--- config.mk ---
export PLATFORM = sky130hd
export DESIGN_NAME = lc4_cell
export DESIGN_NICKNAME = d
export VERILOG_FILES = /design/src/rtl/lc4_pkg.sv /design/src/rtl/lc4_cfg_chain.sv /design/src/rtl/lc4_read_port.sv /design/src/rtl/lc4_out_stage.sv /design/src/rtl/lc4_cell.sv
export SDC_FILE = /design/constraint.sdc
export NUM_CORES = 1
export LEC_CHECK = 0
export BUFFER_PORTS_ARGS = -buffer_cell sky130_fd_sc_hd__buf_2
export CAP_MARGIN = 40
export CORE_MARGIN = 2
export CORE_UTILIZATION = 55
export CTS_BUF_LIST = sky130_fd_sc_hd__clkbuf_2
export CTS_CLUSTER_SIZE = 30
export DETAILED_ROUTE_END_ITERATION = 8
export GPL_ROUTABILITY_DRIVEN = 0
export PLACE_DENSITY = 0.82
export SYNTH_ARGS = -nofsm -noshare
export SYNTH_HDL_FRONTEND = slang
export SYNTH_SLANG_ARGS = --single-unit
--- constraint.sdc ---
create_clock -name clk -period 2.1 [get_ports clk]
set_input_delay 0.105 -clock clk [delete_from_list [all_inputs] [get_ports clk]]
set_output_delay 0.105 -clock clk [all_outputs]
set_load 0.02 [all_outputs]
--- src/rtl/lc4_pkg.sv ---
package lc4_pkg;

    typedef enum logic [1:0] {
        OB_COMB = 2'b00,
        OB_REG  = 2'b01,
        OB_OFFA = 2'b10,
        OB_OFFB = 2'b11
    } outb_mode_e;

    // Mode bits sit above the truth table in the configuration word.
    typedef struct packed {
        outb_mode_e outb;          // [5:4]
        logic       a_from_reg;    // [3]
        logic       reg_from_pin;  // [2]
        logic       ctl_on;        // [1]
        logic       use_sum;       // [0]
    } mode_t;

    localparam int unsigned MODE_W = $bits(mode_t);

endpackage

--- src/rtl/lc4_cfg_chain.sv ---
module lc4_cfg_chain #(
    parameter int unsigned WIDTH = 22
) (
    input  logic             clk,
    input  logic             shift_en,
    input  logic             sin,
    output logic [WIDTH-1:0] bits_o
);
    typedef struct packed {
        logic [WIDTH-1:0] chain;
    } chain_t;

    chain_t ch_d, ch_q;

    always_comb begin
        ch_d = ch_q;
        if (shift_en) begin
            ch_d.chain = {ch_q.chain[WIDTH-2:0], sin};
        end
    end

    always_ff @(posedge clk) begin
        ch_q <= ch_d;
    end

    assign bits_o = ch_q.chain;
endmodule

--- src/rtl/lc4_read_port.sv ---
module lc4_read_port #(
    parameter int unsigned K = 4
) (
    input  logic [(1<<K)-1:0] table_i,
    input  logic [K-1:0]      sel_i,
    output logic              bit_o
);
    localparam int unsigned DEPTH = 1 << K;

    // Heap-ordered tree: node 1 is the root, leaves are DEPTH..2*DEPTH-1.
    logic [2*DEPTH-1:1] node;

    assign node[2*DEPTH-1:DEPTH] = table_i;

    for (genvar i = 1; i < DEPTH; i++) begin : g_node
        localparam int unsigned LVL = $clog2(i + 1) - 1;
        assign node[i] = sel_i[K-1-LVL] ? node[2*i+1] : node[2*i];
    end

    assign bit_o = node[1];
endmodule

--- src/rtl/lc4_out_stage.sv ---
module lc4_out_stage
    import lc4_pkg::*;
#(
    parameter int unsigned SLICES = 4
) (
    input  logic [SLICES-1:0] result_i,
    input  logic [SLICES-1:0] reg_i,
    input  logic              a_from_reg,
    input  outb_mode_e        outb_mode,
    output logic [SLICES-1:0] out_a,
    output logic [SLICES-1:0] out_b,
    output logic              out_b_oe
);
    always_comb begin
        out_a = a_from_reg ? reg_i : result_i;
        unique case (outb_mode)
            OB_COMB: begin out_b = result_i; out_b_oe = 1'b1; end
            OB_REG:  begin out_b = reg_i;    out_b_oe = 1'b1; end
            default: begin out_b = '0;       out_b_oe = 1'b0; end
        endcase
    end
endmodule

--- src/rtl/lc4_cell.sv ---
module lc4_cell
    import lc4_pkg::*;
#(
    parameter int unsigned SLICES = 4,
    parameter int unsigned K      = 4
) (
    input  logic                  clk,
    input  logic                  rst,
    input  logic                  cfg_en,
    input  logic                  cfg_sin,
    input  logic [SLICES*K-1:0]   lut_in,
    input  logic                  ctl_in,
    input  logic [SLICES-1:0]     sum_in,
    input  logic                  reg_en,
    input  logic [SLICES-1:0]     reg_pin,
    output logic [SLICES-1:0]     out_a,
    output logic [SLICES-1:0]     out_b,
    output logic                  out_b_oe
);
    localparam int unsigned TBL_W = 1 << K;
    localparam int unsigned CFG_W = TBL_W + MODE_W;

    logic [CFG_W-1:0]  cfg_bits;
    logic [TBL_W-1:0]  truth;
    mode_t             mode;
    logic [SLICES-1:0] lut_bit;
    logic [SLICES-1:0] result;

    typedef struct packed {
        logic [SLICES-1:0] reg_bits;
    } state_t;

    state_t st_d, st_q;
    logic [SLICES-1:0] reg_q;

    lc4_cfg_chain #(.WIDTH(CFG_W)) u_cfg (
        .clk      (clk),
        .shift_en (cfg_en),
        .sin      (cfg_sin),
        .bits_o   (cfg_bits)
    );

    assign truth = cfg_bits[TBL_W-1:0];
    assign mode  = mode_t'(cfg_bits[CFG_W-1:TBL_W]);

    for (genvar s = 0; s < SLICES; s++) begin : g_slice
        logic [K-1:0] idx;
        always_comb begin
            idx = lut_in[s*K +: K];
            if (mode.ctl_on) begin
                idx[K-1] = ctl_in;
            end
        end
        lc4_read_port #(.K(K)) u_port (
            .table_i (truth),
            .sel_i   (idx),
            .bit_o   (lut_bit[s])
        );
        assign result[s] = mode.use_sum ? sum_in[s] : lut_bit[s];
    end

    always_comb begin
        st_d = st_q;
        if (rst) begin
            st_d.reg_bits = '0;
        end else if (reg_en) begin
            st_d.reg_bits = mode.reg_from_pin ? reg_pin : result;
        end
    end

    always_ff @(posedge clk) begin
        st_q <= st_d;
    end

    assign reg_q = st_q.reg_bits;

    lc4_out_stage #(.SLICES(SLICES)) u_out (
        .result_i   (result),
        .reg_i      (reg_q),
        .a_from_reg (mode.a_from_reg),
        .outb_mode  (mode.outb),
        .out_a      (out_a),
        .out_b      (out_b),
        .out_b_oe   (out_b_oe)
    );
endmodule

==> flow_summary.toml, run 1 <==
[run_status]
status = "complete, but fails checks"
failed_checks = "setup timing"

[critical_path]
worstReg2RegEnd = "reg_q[2]"
critPathMaxFanout = 4
ff2ff_setup_slack_ns = 0.32
crit_type = "reg -> out"
cell_depth_of_the_worst_flop_to_flop_path = 6
setup.worst_path.start_class = "register"
regToRegStartpoint = "u_cfg.bits_o[5]"
cp_data_arrival_time_ns = 2.30
critical_path_required_ns = 2.00
worst_setup_path_end_kind = "primary output"

[floorplanning]
coreArea_um2 = 2730
die-height_um = 57.6
floorplan.initialDensity_pct = 57.7
dieArea_um2 = 3310
number_of_core_rows = 19
boundaryPins = 39
die_width_um = 57.6

[power_and_ir_drop]
irDropWorstVdd_uv = 524
p_int_mw = 0.818
combPwrFrac_pct = 28.7
p_sw_share_pct = 30.1
sequentialPowerShare_pct = 54.0
clkPwrFrac_pct = 17.3
netSwitchingPower_mw = 0.352
power_leakage_nw = 0.827
pwr_density_cell_nw_per_um2 = 564

[placed_design]
dp_hpwl_um = 2900
numPortBuffers = 38

[routing]
detailroute.via_count = 1387
wl_met1_um = 1660
viasPerCell = 6.83
wl_met2_um = 2470
detail_route.wirelength_um = 4660
wl_met3_um = 338
top_signal_layer_used = "met4"
drcViolationCount = 0
final_antenna_net_count = 0
first_pass_iters = 4
number_of_design_rule_violations_left_by_the_first_detailed_router_iteration = 130
routedWlPerCell_um = 22.9

[clocking]
max-clock-path-buffers = 2
clock-sinks = 26
clk_pin_slew_worst_paths_ns = 0.25
cts.htree.levels = 1
clock_tree.root_cell = "sky130_fd_sc_hd__clkbuf_2"
worstSkewPairLatency_ns = 0.37
tritoncts = "done"
cts_buffers = 3

[grt]
grt_overflow_total = 0
antenna_violations_before_repair = 0
grt_util_all_layers_pct = 28.4
grt_first_pass_wirelength_um = 6940
pin_count_of_the_biggest_net_entering_global_routing = 23
via_count_of_the_first_global_routing_pass = 1331

[job]
timing.max_cap.violations = 0

[min_path]
worst_hold_path.endpoint = "reg_q[3]"
hold_depth = 5
timing.hold.worst.class = "in -> reg"
min-delay-start = "reg_pin[3]"

[final_layout]
commonest_non_fill_non_tap_cells_in_the_layout = "sky130_fd_sc_hd__buf_2 (34), sky130_fd_sc_hd__edfxtp_1 (22), sky130_fd_sc_hd__buf_4 (20), sky130_fd_sc_hd__mux4_2 (15), sky130_fd_sc_hd__nand2_1 (12)"
nFillCells = 157
antenna_cells_inserted = 0
design.final.nets = 203
final_layout_size_suffix_gt1_share_pct = 55.8
register_area_um2 = 741
layout.core_utilization_pct = 75.8
multi_input_comb_area_um2 = 877
layout_commonest_cell = "sky130_fd_sc_hd__buf_2"
area_growth_pct = 31.4

[yosys]
synth.yosys.seq_area_share_pct = 46.9
ys_warnings = 0
synth.net_count = 143
yosys-top-cells-area = "sky130_fd_sc_hd__edfxtp_1 (42%), sky130_fd_sc_hd__mux4_2 (17%), sky130_fd_sc_hd__dfxtp_1 (5.1%)"
gate_count_after_technology_mapping = 113
area_share_of_the_leading_cell_type_in_the_synthesized_netlist_pct = 41.9
synth.ff_latch_count = 26
synth.cell_area_um2 = 1580
post_synth.cell_area_avg_um2 = 14.0
yosys.cell_types.count = 31
yosys_top_cell_by_area = "sky130_fd_sc_hd__edfxtp_1"

[sta]
fmax_mhz = 416
slew-limit-headroom_pct = 67.0
setup_tns_ns = -1.26
finalHoldViolations = 0
grt_setup_unrepaired = "true"
pnr_worst_setup_slack_ns = -0.304
slew_violations = 0
final.period_utilization_pct = 114
worst_pin_slew_ns = 0.489
final.setup_skew_ns = 0.0170
timing.final.crit_period_ns = 2.40
timing.final.setup_violations = 8
[per-layer routing]
layer / vias up / GRT usage [%]
li1: 587 / -
met1: 672 / 35.3
met2: 101 / 49.8
met3: 27 / 4.99
met4: 0 / 9.63
met5: - / 0
[cells in the mapped netlist]
library cell / n
sky130_fd_sc_hd__a221oi_1: 1
sky130_fd_sc_hd__a21oi_1: 3
sky130_fd_sc_hd__inv_1: 3
sky130_fd_sc_hd__clkbuf_1: 2
sky130_fd_sc_hd__buf_1: 2
sky130_fd_sc_hd__edfxtp_1: 22
sky130_fd_sc_hd__nand2_1: 12
sky130_fd_sc_hd__o31a_1: 1
sky130_fd_sc_hd__o31ai_1: 3
sky130_fd_sc_hd__o21ai_0: 4
sky130_fd_sc_hd__nor2_1: 5
sky130_fd_sc_hd__mux4_2: 12
sky130_fd_sc_hd__o22ai_1: 1
sky130_fd_sc_hd__o2bb2ai_1: 2
sky130_fd_sc_hd__mux4_1: 3
sky130_fd_sc_hd__o211ai_1: 1
sky130_fd_sc_hd__clkbuf_2: 1
sky130_fd_sc_hd__nor3b_1: 1
sky130_fd_sc_hd__dfxtp_1: 4
sky130_fd_sc_hd__nor2b_4: 1
sky130_fd_sc_hd__o32ai_1: 3
sky130_fd_sc_hd__mux2_2: 4
sky130_fd_sc_hd__nand3_1: 4
sky130_fd_sc_hd__and3_1: 2
sky130_fd_sc_hd__a211oi_1: 1
sky130_fd_sc_hd__nor2b_1: 1
sky130_fd_sc_hd__a22oi_1: 1
sky130_fd_sc_hd__a2111oi_4: 1
sky130_fd_sc_hd__mux2i_1: 8
sky130_fd_sc_hd__o41ai_1: 3
sky130_fd_sc_hd__nand2b_1: 1
[critical path, cell delays in order (launching register included)]
cell	delay [ns]
sky130_fd_sc_hd__edfxtp_1	0.55
sky130_fd_sc_hd__buf_4	0.19
sky130_fd_sc_hd__mux2i_1	0.17
sky130_fd_sc_hd__nand2_1	0.16
sky130_fd_sc_hd__o22ai_4	0.10
sky130_fd_sc_hd__o41ai_1	0.49
sky130_fd_sc_hd__buf_2	0.26
[per-stage QoR]
stage	hold slack, ns	power, mW	instances	worst slack [ns]	area [um^2]
3_5_place_dp	0.291	0.890	178	0.200	1790
6_report	0.0907	1.17	203	-0.304	2070
2_1_floorplan	0.178	0.788	113	0.236	1580
4_1_cts	0.110	1.12	202	-0.120	2010
3_3_place_gp	0.285	0.878	178	0.263	1790
5_1_grt	0.101	1.21	203	-0.323	2070
[power by group through the flow]
stage          logic (mW)  registers (mW)  clock network [mW]
4_1_cts             0.298           0.626               0.200
2_1_floorplan       0.161           0.627                   0
3_3_place_gp        0.239           0.639                   0
3_5_place_dp        0.246           0.645                   0
6_report            0.336           0.631               0.203
5_1_grt             0.351           0.635               0.219
[kinds of logic after synthesis]
kind of cell | count (synthesis) | share of synthesized area (%)
flops | 26 | 46.9
mux | 27 | 30.1
buf+inv | 8 | 1.98
compound gates | 25 | 12.8
simple gates | 27 | 8.25
[how the worst max path moves through the flow]
stage / startpoint / endpoint / slack, ns / cells after the start
detailed placement: u_cfg.bits_o[1] / out_b[3] / 0.20 / 5
floorplan: u_cfg.bits_o[17] / out_b[0] / 0.24 / 5
global placement: u_cfg.bits_o[8] / out_a[3] / 0.26 / 5
finish: u_cfg.bits_o[17] / out_b[3] / -0.30 / 6
global route: u_cfg.bits_o[17] / out_b[3] / -0.32 / 6
CTS: u_cfg.bits_o[5] / out_b[0] / -0.12 / 6
[sequential cells by signal, summed over array words and instances, names as in the netlist]
name,flops
reg_q,4
u_cfg.bits_o,22
[what timing repair did]
action | in CTS | in global routing
buffers inserted | 18 | 1
setup endpoints to repair | 8 | 8
hold buffers | 2 | 0
endpoints found under the hold margin | 5 | 0
gates resized for setup | 11 | 16
pin swaps | 5 | 6
[final cells by class]
| type | instances | area share (%) |
|---|---|---|
| Clock buffer | 4 | 0.966 |
| Tap cell | 31 | 1.87 |
| Multi-Input combinational cell | 79 | 42.3 |
| Inverter | 3 | 0.543 |
| Sequential cell | 26 | 35.7 |
| Timing Repair Buffer | 60 | 18.6 |
(Power assumes the default switching activity.)
==> run 2, diff against run 1 <==
Settings changed: CAP_MARGIN 40 to 20, CORE_ASPECT_RATIO set to 1.1, CORE_UTILIZATION 55 to 53, CTS_BUF_LIST sky130_fd_sc_hd__clkbuf_2 to sky130_fd_sc_hd__clkbuf_16, PLACE_DENSITY 0.82 to 0.79.
==> run 2 against run 1 <==
The flow now finishes without violations. Global-route usage fell by 5.4 points. Clock power is 110% higher. Die area up 3.5%. Critical path type unchanged. Highest routed layer unchanged.
==> flow_summary.toml, run 2 (synthesized netlist as in run 1, its figures left out) <==
[final_layout]
commonest_non_fill_non_tap_cells_in_the_layout = "sky130_fd_sc_hd__buf_2 (36), sky130_fd_sc_hd__edfxtp_1 (22), sky130_fd_sc_hd__mux4_2 (14), sky130_fd_sc_hd__nand2_1 (12)"
area_growth_pct = 27.4
post_route_non_filler_standard_cell_count = 192
antenna_cells_inserted = 0
nFillCells = 206
layout.core_utilization_pct = 71.7
final_layout_size_suffix_gt1_share_pct = 50.3
fin_area_um2 = 2010
largest_register_ff_count = 22
layout_commonest_cell = "sky130_fd_sc_hd__buf_2"
design.final.nets = 190

[critical_path]
critPathLaunch = "u_cfg.bits_o[2]"
crit_path_cell_trace = "mux4_1 -> mux2_4 -> o22ai_4 -> o31ai_1 -> buf_2"
cp.buffers_inverters = 1
setup.worst_path.start_class = "register"
worst_setup_path_end_kind = "primary output"
cp_data_arrival_time_ns = 1.98
slowest_cell_on_the_critical_path = "sky130_fd_sc_hd__mux4_1"
crit_type = "reg -> out"
critical_path_required_ns = 2.00
critPathMaxFanout = 4
regToRegStartpoint = "u_cfg.bits_o[2]"
cp_top_family = "multiplexers"
crit_path_max_incr_delay_ns = 0.54

[clocking]
worstSkewPairLatency_ns = 0.26
clk_pin_slew_worst_paths_ns = 0.06
cts_buffers = 3
max-clock-path-buffers = 2
clock_tree.root_cell = "sky130_fd_sc_hd__clkbuf_16"
cts.htree.levels = 1
tritoncts = "done"
clock-sinks = 26

[min_path]
timing.hold.worst.class = "in -> reg"
min-delay-start = "cfg_sin"

[placed_design]
numPortBuffers = 38
placed_area_um2 = 1800
dpl_worst_slack_ns = 0.215
dp_hpwl_um = 2750
number_of_instances_in_the_placed_design = 180

[sta]
pnr_worst_setup_slack_ns = 0.0193
fmax_mhz = 481
timing.final.setup_violations = 0
final.period_utilization_pct = 99.1
worst_pin_slew_ns = 0.502
final.setup_skew_ns = 0.00495
slew_violations = 0
slew-limit-headroom_pct = 66.5
grt_setup_unrepaired = "true"
setup_tns_ns = 0
finalHoldViolations = 0
timing.final.crit_period_ns = 2.08

[routing]
detail_route.wirelength_um = 3830
routedWlPerCell_um = 20.0
detailroute.via_count = 1238
final_antenna_net_count = 0
drcViolationCount = 0
viasPerCell = 6.45
first_pass_iters = 5
number_of_design_rule_violations_left_by_the_first_detailed_router_iteration = 103

[power_and_ir_drop]
pwr_density_cell_nw_per_um2 = 675
irDropWorstVdd_uv = 523
power_leakage_nw = 0.792

[grt]
pin_count_of_the_biggest_net_entering_global_routing = 23
antenna_violations_before_repair = 0
grt_overflow_total = 0
via_count_of_the_first_global_routing_pass = 1232
grt_first_pass_wirelength_um = 5920
grt_util_all_layers_pct = 23.0

[floorplanning]
number_of_core_rows = 20
dieArea_um2 = 3430
die-height_um = 61.2
die_width_um = 56.0
boundaryPins = 39
coreArea_um2 = 2800
floorplan.initialDensity_pct = 56.3

[job]
timing.max_cap.violations = 0

[run_status]
status = "complete, no violations"
-- run 2: per-stage QoR --
stage | hold slack [ns] | total power [mW]
3_5_place_dp | 0.284 | 0.889
3_3_place_gp | 0.285 | 0.879
6_report | 0.0168 | 1.36
2_1_floorplan | 0.178 | 0.788
4_1_cts | 0.0163 | 1.32
5_1_grt | 0.0221 | 1.40
-- run 2: layout make-up --
| class | count | area (um^2) | area share, % |
|---|---|---|---|
| Tap cell | 33 | 41.3 | 2.05 |
| Inverter | 3 | 11.3 | 0.560 |
| Clock inverter | 1 | 3.75 | 0.187 |
| Sequential cell | 26 | 741 | 36.8 |
| Timing Repair Buffer | 47 | 274 | 13.6 |
| Multi-Input combinational cell | 79 | 865 | 43.0 |
| Clock buffer | 3 | 75.1 | 3.73 |
-- run 2: worst register-to-register path: stages (launching register included) --
cell and delay, ns:
sky130_fd_sc_hd__edfxtp_1 0.43, sky130_fd_sc_hd__mux4_1 0.54, sky130_fd_sc_hd__mux2_4 0.31, sky130_fd_sc_hd__o22ai_4 0.17, sky130_fd_sc_hd__o32ai_1 0.13
-- run 2: worst paths after layout --
check,to,slack (ns),cells after the start
max,out_a[3],0.02,5
min,u_cfg.bits_o[0],0.02,1
min reg2reg,u_cfg.bits_o[1],0.50,0
max reg2reg,reg_q[3],0.40,4
-- run 2: what timing repair did --
action,4_1_cts,5_1_grt
endpoints found under the setup margin,2,8
hold buffers,0,0
hold endpoints to repair,0,0
pin swaps,1,4
cloned,0,0
resized for setup,2,18
buffers inserted,4,4
-- run 2: layer usage --
metal | routed length [um] | part of all wire (%) | track usage, %
met5 | 0 | 0 | 0
met4 | 84 | 2.2 | 7.14
met3 | 218 | 5.7 | 1.89
met2 | 2030 | 53 | 45.0
met1 | 1500 | 39 | 27.4
-- run 2: where the power goes --
part | switching, mW | internal (mW) | leakage (nW) | total, mW
Combinational | 0.145 | 0.149 | 0.505 | 0.295
Sequential | 0.0331 | 0.596 | 0.249 | 0.630
Clock | 0.179 | 0.255 | 0.0385 | 0.434
Total | 0.357 | 1.00 | 0.792 | 1.36
==> run 3, diff against run 2 <==
Settings changed: PLACE_DENSITY 0.79 to 0.89.
==> run 3 against run 2 <==
Utilization is 0.22 points lower. Via count is 1.5% lower. Sequential share of layout area is 0.12 points higher. Cell area is 0.31% lower. Critical path type unchanged. Largest power group unchanged.
==> flow_summary.toml, run 3 (synthesized netlist as in run 1, its figures left out) <==
[grt]
grt_first_pass_wirelength_um = 6120
antenna_violations_before_repair = 0
via_count_of_the_first_global_routing_pass = 1278
grt_overflow_total = 0
grt_util_all_layers_pct = 23.9
pin_count_of_the_biggest_net_entering_global_routing = 23

[floorplanning]
die_width_um = 56.0
floorplan.initialDensity_pct = 56.3
die-height_um = 61.2
coreArea_um2 = 2800
dieArea_um2 = 3430
number_of_core_rows = 20
boundaryPins = 39

[run_status]
status = "complete, no violations"

[sta]
slew-limit-headroom_pct = 66.8
timing.final.setup_violations = 0
slew_violations = 0
finalHoldViolations = 0
final.setup_skew_ns = 0.00490
worst_pin_slew_ns = 0.497
final.period_utilization_pct = 99.1
timing.final.crit_period_ns = 2.08
grt_setup_unrepaired = "true"
fmax_mhz = 480

[job]
timing.max_cap.violations = 0

[clocking]
clk_pin_slew_worst_paths_ns = 0.07
clock-sinks = 26
cts.htree.levels = 1
max-clock-path-buffers = 2
hold_buffers = 0
cts_buffers = 3
tritoncts = "done"
clock_tree.root_cell = "sky130_fd_sc_hd__clkbuf_16"
worstSkewPairLatency_ns = 0.26

[min_path]
worst_hold_path.endpoint = "u_cfg.bits_o[0]"
timing.hold.worst.class = "in -> reg"
hold_depth = 1
min-delay-start = "cfg_sin"

[placed_design]
placed_area_um2 = 1800
dp_hpwl_um = 2810
numPortBuffers = 38
number_of_instances_in_the_placed_design = 180

[power_and_ir_drop]
clkPwrFrac_pct = 37.6
p_sw_share_pct = 24.1
sequentialPowerShare_pct = 42.9
combPwrFrac_pct = 19.5
netSwitchingPower_mw = 0.356
post-layout-total-power_mw = 1.48
irDropWorstVdd_uv = 530
power_leakage_nw = 0.777
pwr_density_cell_nw_per_um2 = 737
p_int_mw = 1.12

[critical_path]
critical_path_required_ns = 2.00
regToRegStartpoint = "u_cfg.bits_o[11]"
worst_setup_path_end_kind = "primary output"
cp_data_arrival_time_ns = 1.98
crit_type = "reg -> out"
cell_depth_of_the_worst_flop_to_flop_path = 6
ff2ff_setup_slack_ns = 0.26
setup.worst_path.start_class = "register"
critPathMaxFanout = 5
worstReg2RegEnd = "reg_q[0]"

[final_layout]
largest_register_ff_count = 22
area_growth_pct = 27.0
commonest_non_fill_non_tap_cells_in_the_layout = "sky130_fd_sc_hd__buf_2 (36), sky130_fd_sc_hd__edfxtp_1 (22), sky130_fd_sc_hd__mux4_2 (15), sky130_fd_sc_hd__nand2_1 (12), sky130_fd_sc_hd__buf_4 (9)"
antenna_cells_inserted = 0
layout_commonest_cell = "sky130_fd_sc_hd__buf_2"
final_layout_size_suffix_gt1_share_pct = 51.0
fin_area_um2 = 2000
design.final.nets = 188
layout.core_utilization_pct = 71.5
post_route_non_filler_standard_cell_count = 190

[routing]
detailroute.via_count = 1219
routedWlPerCell_um = 21.1
final_antenna_net_count = 0
viasPerCell = 6.42
drcViolationCount = 0
number_of_design_rule_violations_left_by_the_first_detailed_router_iteration = 96
first_pass_iters = 4
detail_route.wirelength_um = 4020
run 3: metal layers:
metal	share of wire [%]	vias to the layer above	track usage, %
li1	-	559	-
met1	38	594	28.6
met2	54	56	43.0
met3	6.0	10	5.67
met4	1.9	0	9.18
met5	0	-	0
run 3: area by class of cell:
cell class | count | area, um^2
clock buffer | 3 | 75.1
clock inverter | 1 | 30.0
fill | 201 | 798
inverter | 3 | 11.3
multi-input combinational | 79 | 858
sequential | 26 | 741
tap | 33 | 41.3
timing repair buffer | 45 | 248
run 3: how the worst max path moves through the flow:
stage | start | to | slack [ns] | cells past startpoint
after detailed placement | u_cfg.bits_o[1] | out_b[3] | 0.21 | 5
after floorplan | u_cfg.bits_o[17] | out_b[0] | 0.24 | 5
after global routing | u_cfg.bits_o[11] | out_b[0] | -0.07 | 6
final | u_cfg.bits_o[11] | out_b[0] | 0.02 | 6
after CTS | u_cfg.bits_o[1] | out_b[3] | 0.01 | 5
after global placement | u_cfg.bits_o[1] | out_b[3] | 0.28 | 5
run 3: power groups by stage:
stage	Combinational, mW	Clock [mW]	Sequential [mW]
after floorplan	0.161	0	0.627
after global placement	0.238	0	0.638
after detailed placement	0.246	0	0.643
after CTS	0.256	0.558	0.632
after global routing	0.308	0.576	0.638
final	0.288	0.555	0.634
run 3: what timing repair did:
action	in CTS	in global routing
cloned	0	0
buffers inserted	4	2
endpoints found under the setup margin	2	8
pin swaps	1	5
gates resized for setup	2	15
run 3: metrics by stage:
step	setup TNS, ns	hold slack, ns	worst slack, ns
3_5_place_dp	0	0.296	0.213
5_1_grt	-0.211	0.0330	-0.0724
4_1_cts	0	0.0280	0.0104
6_report	0	0.0264	0.0181
3_3_place_gp	0	0.284	0.284
2_1_floorplan	0	0.178	0.236
run 3: worst max-delay path, cell delays in order, from the launching register on:
cell                        delay [ns]
sky130_fd_sc_hd__edfxtp_1         0.45
sky130_fd_sc_hd__buf_4            0.17
sky130_fd_sc_hd__mux4_2           0.47
sky130_fd_sc_hd__mux2i_2          0.18
sky130_fd_sc_hd__o2bb2ai_2        0.18
sky130_fd_sc_hd__o41ai_2          0.09
sky130_fd_sc_hd__buf_2            0.17
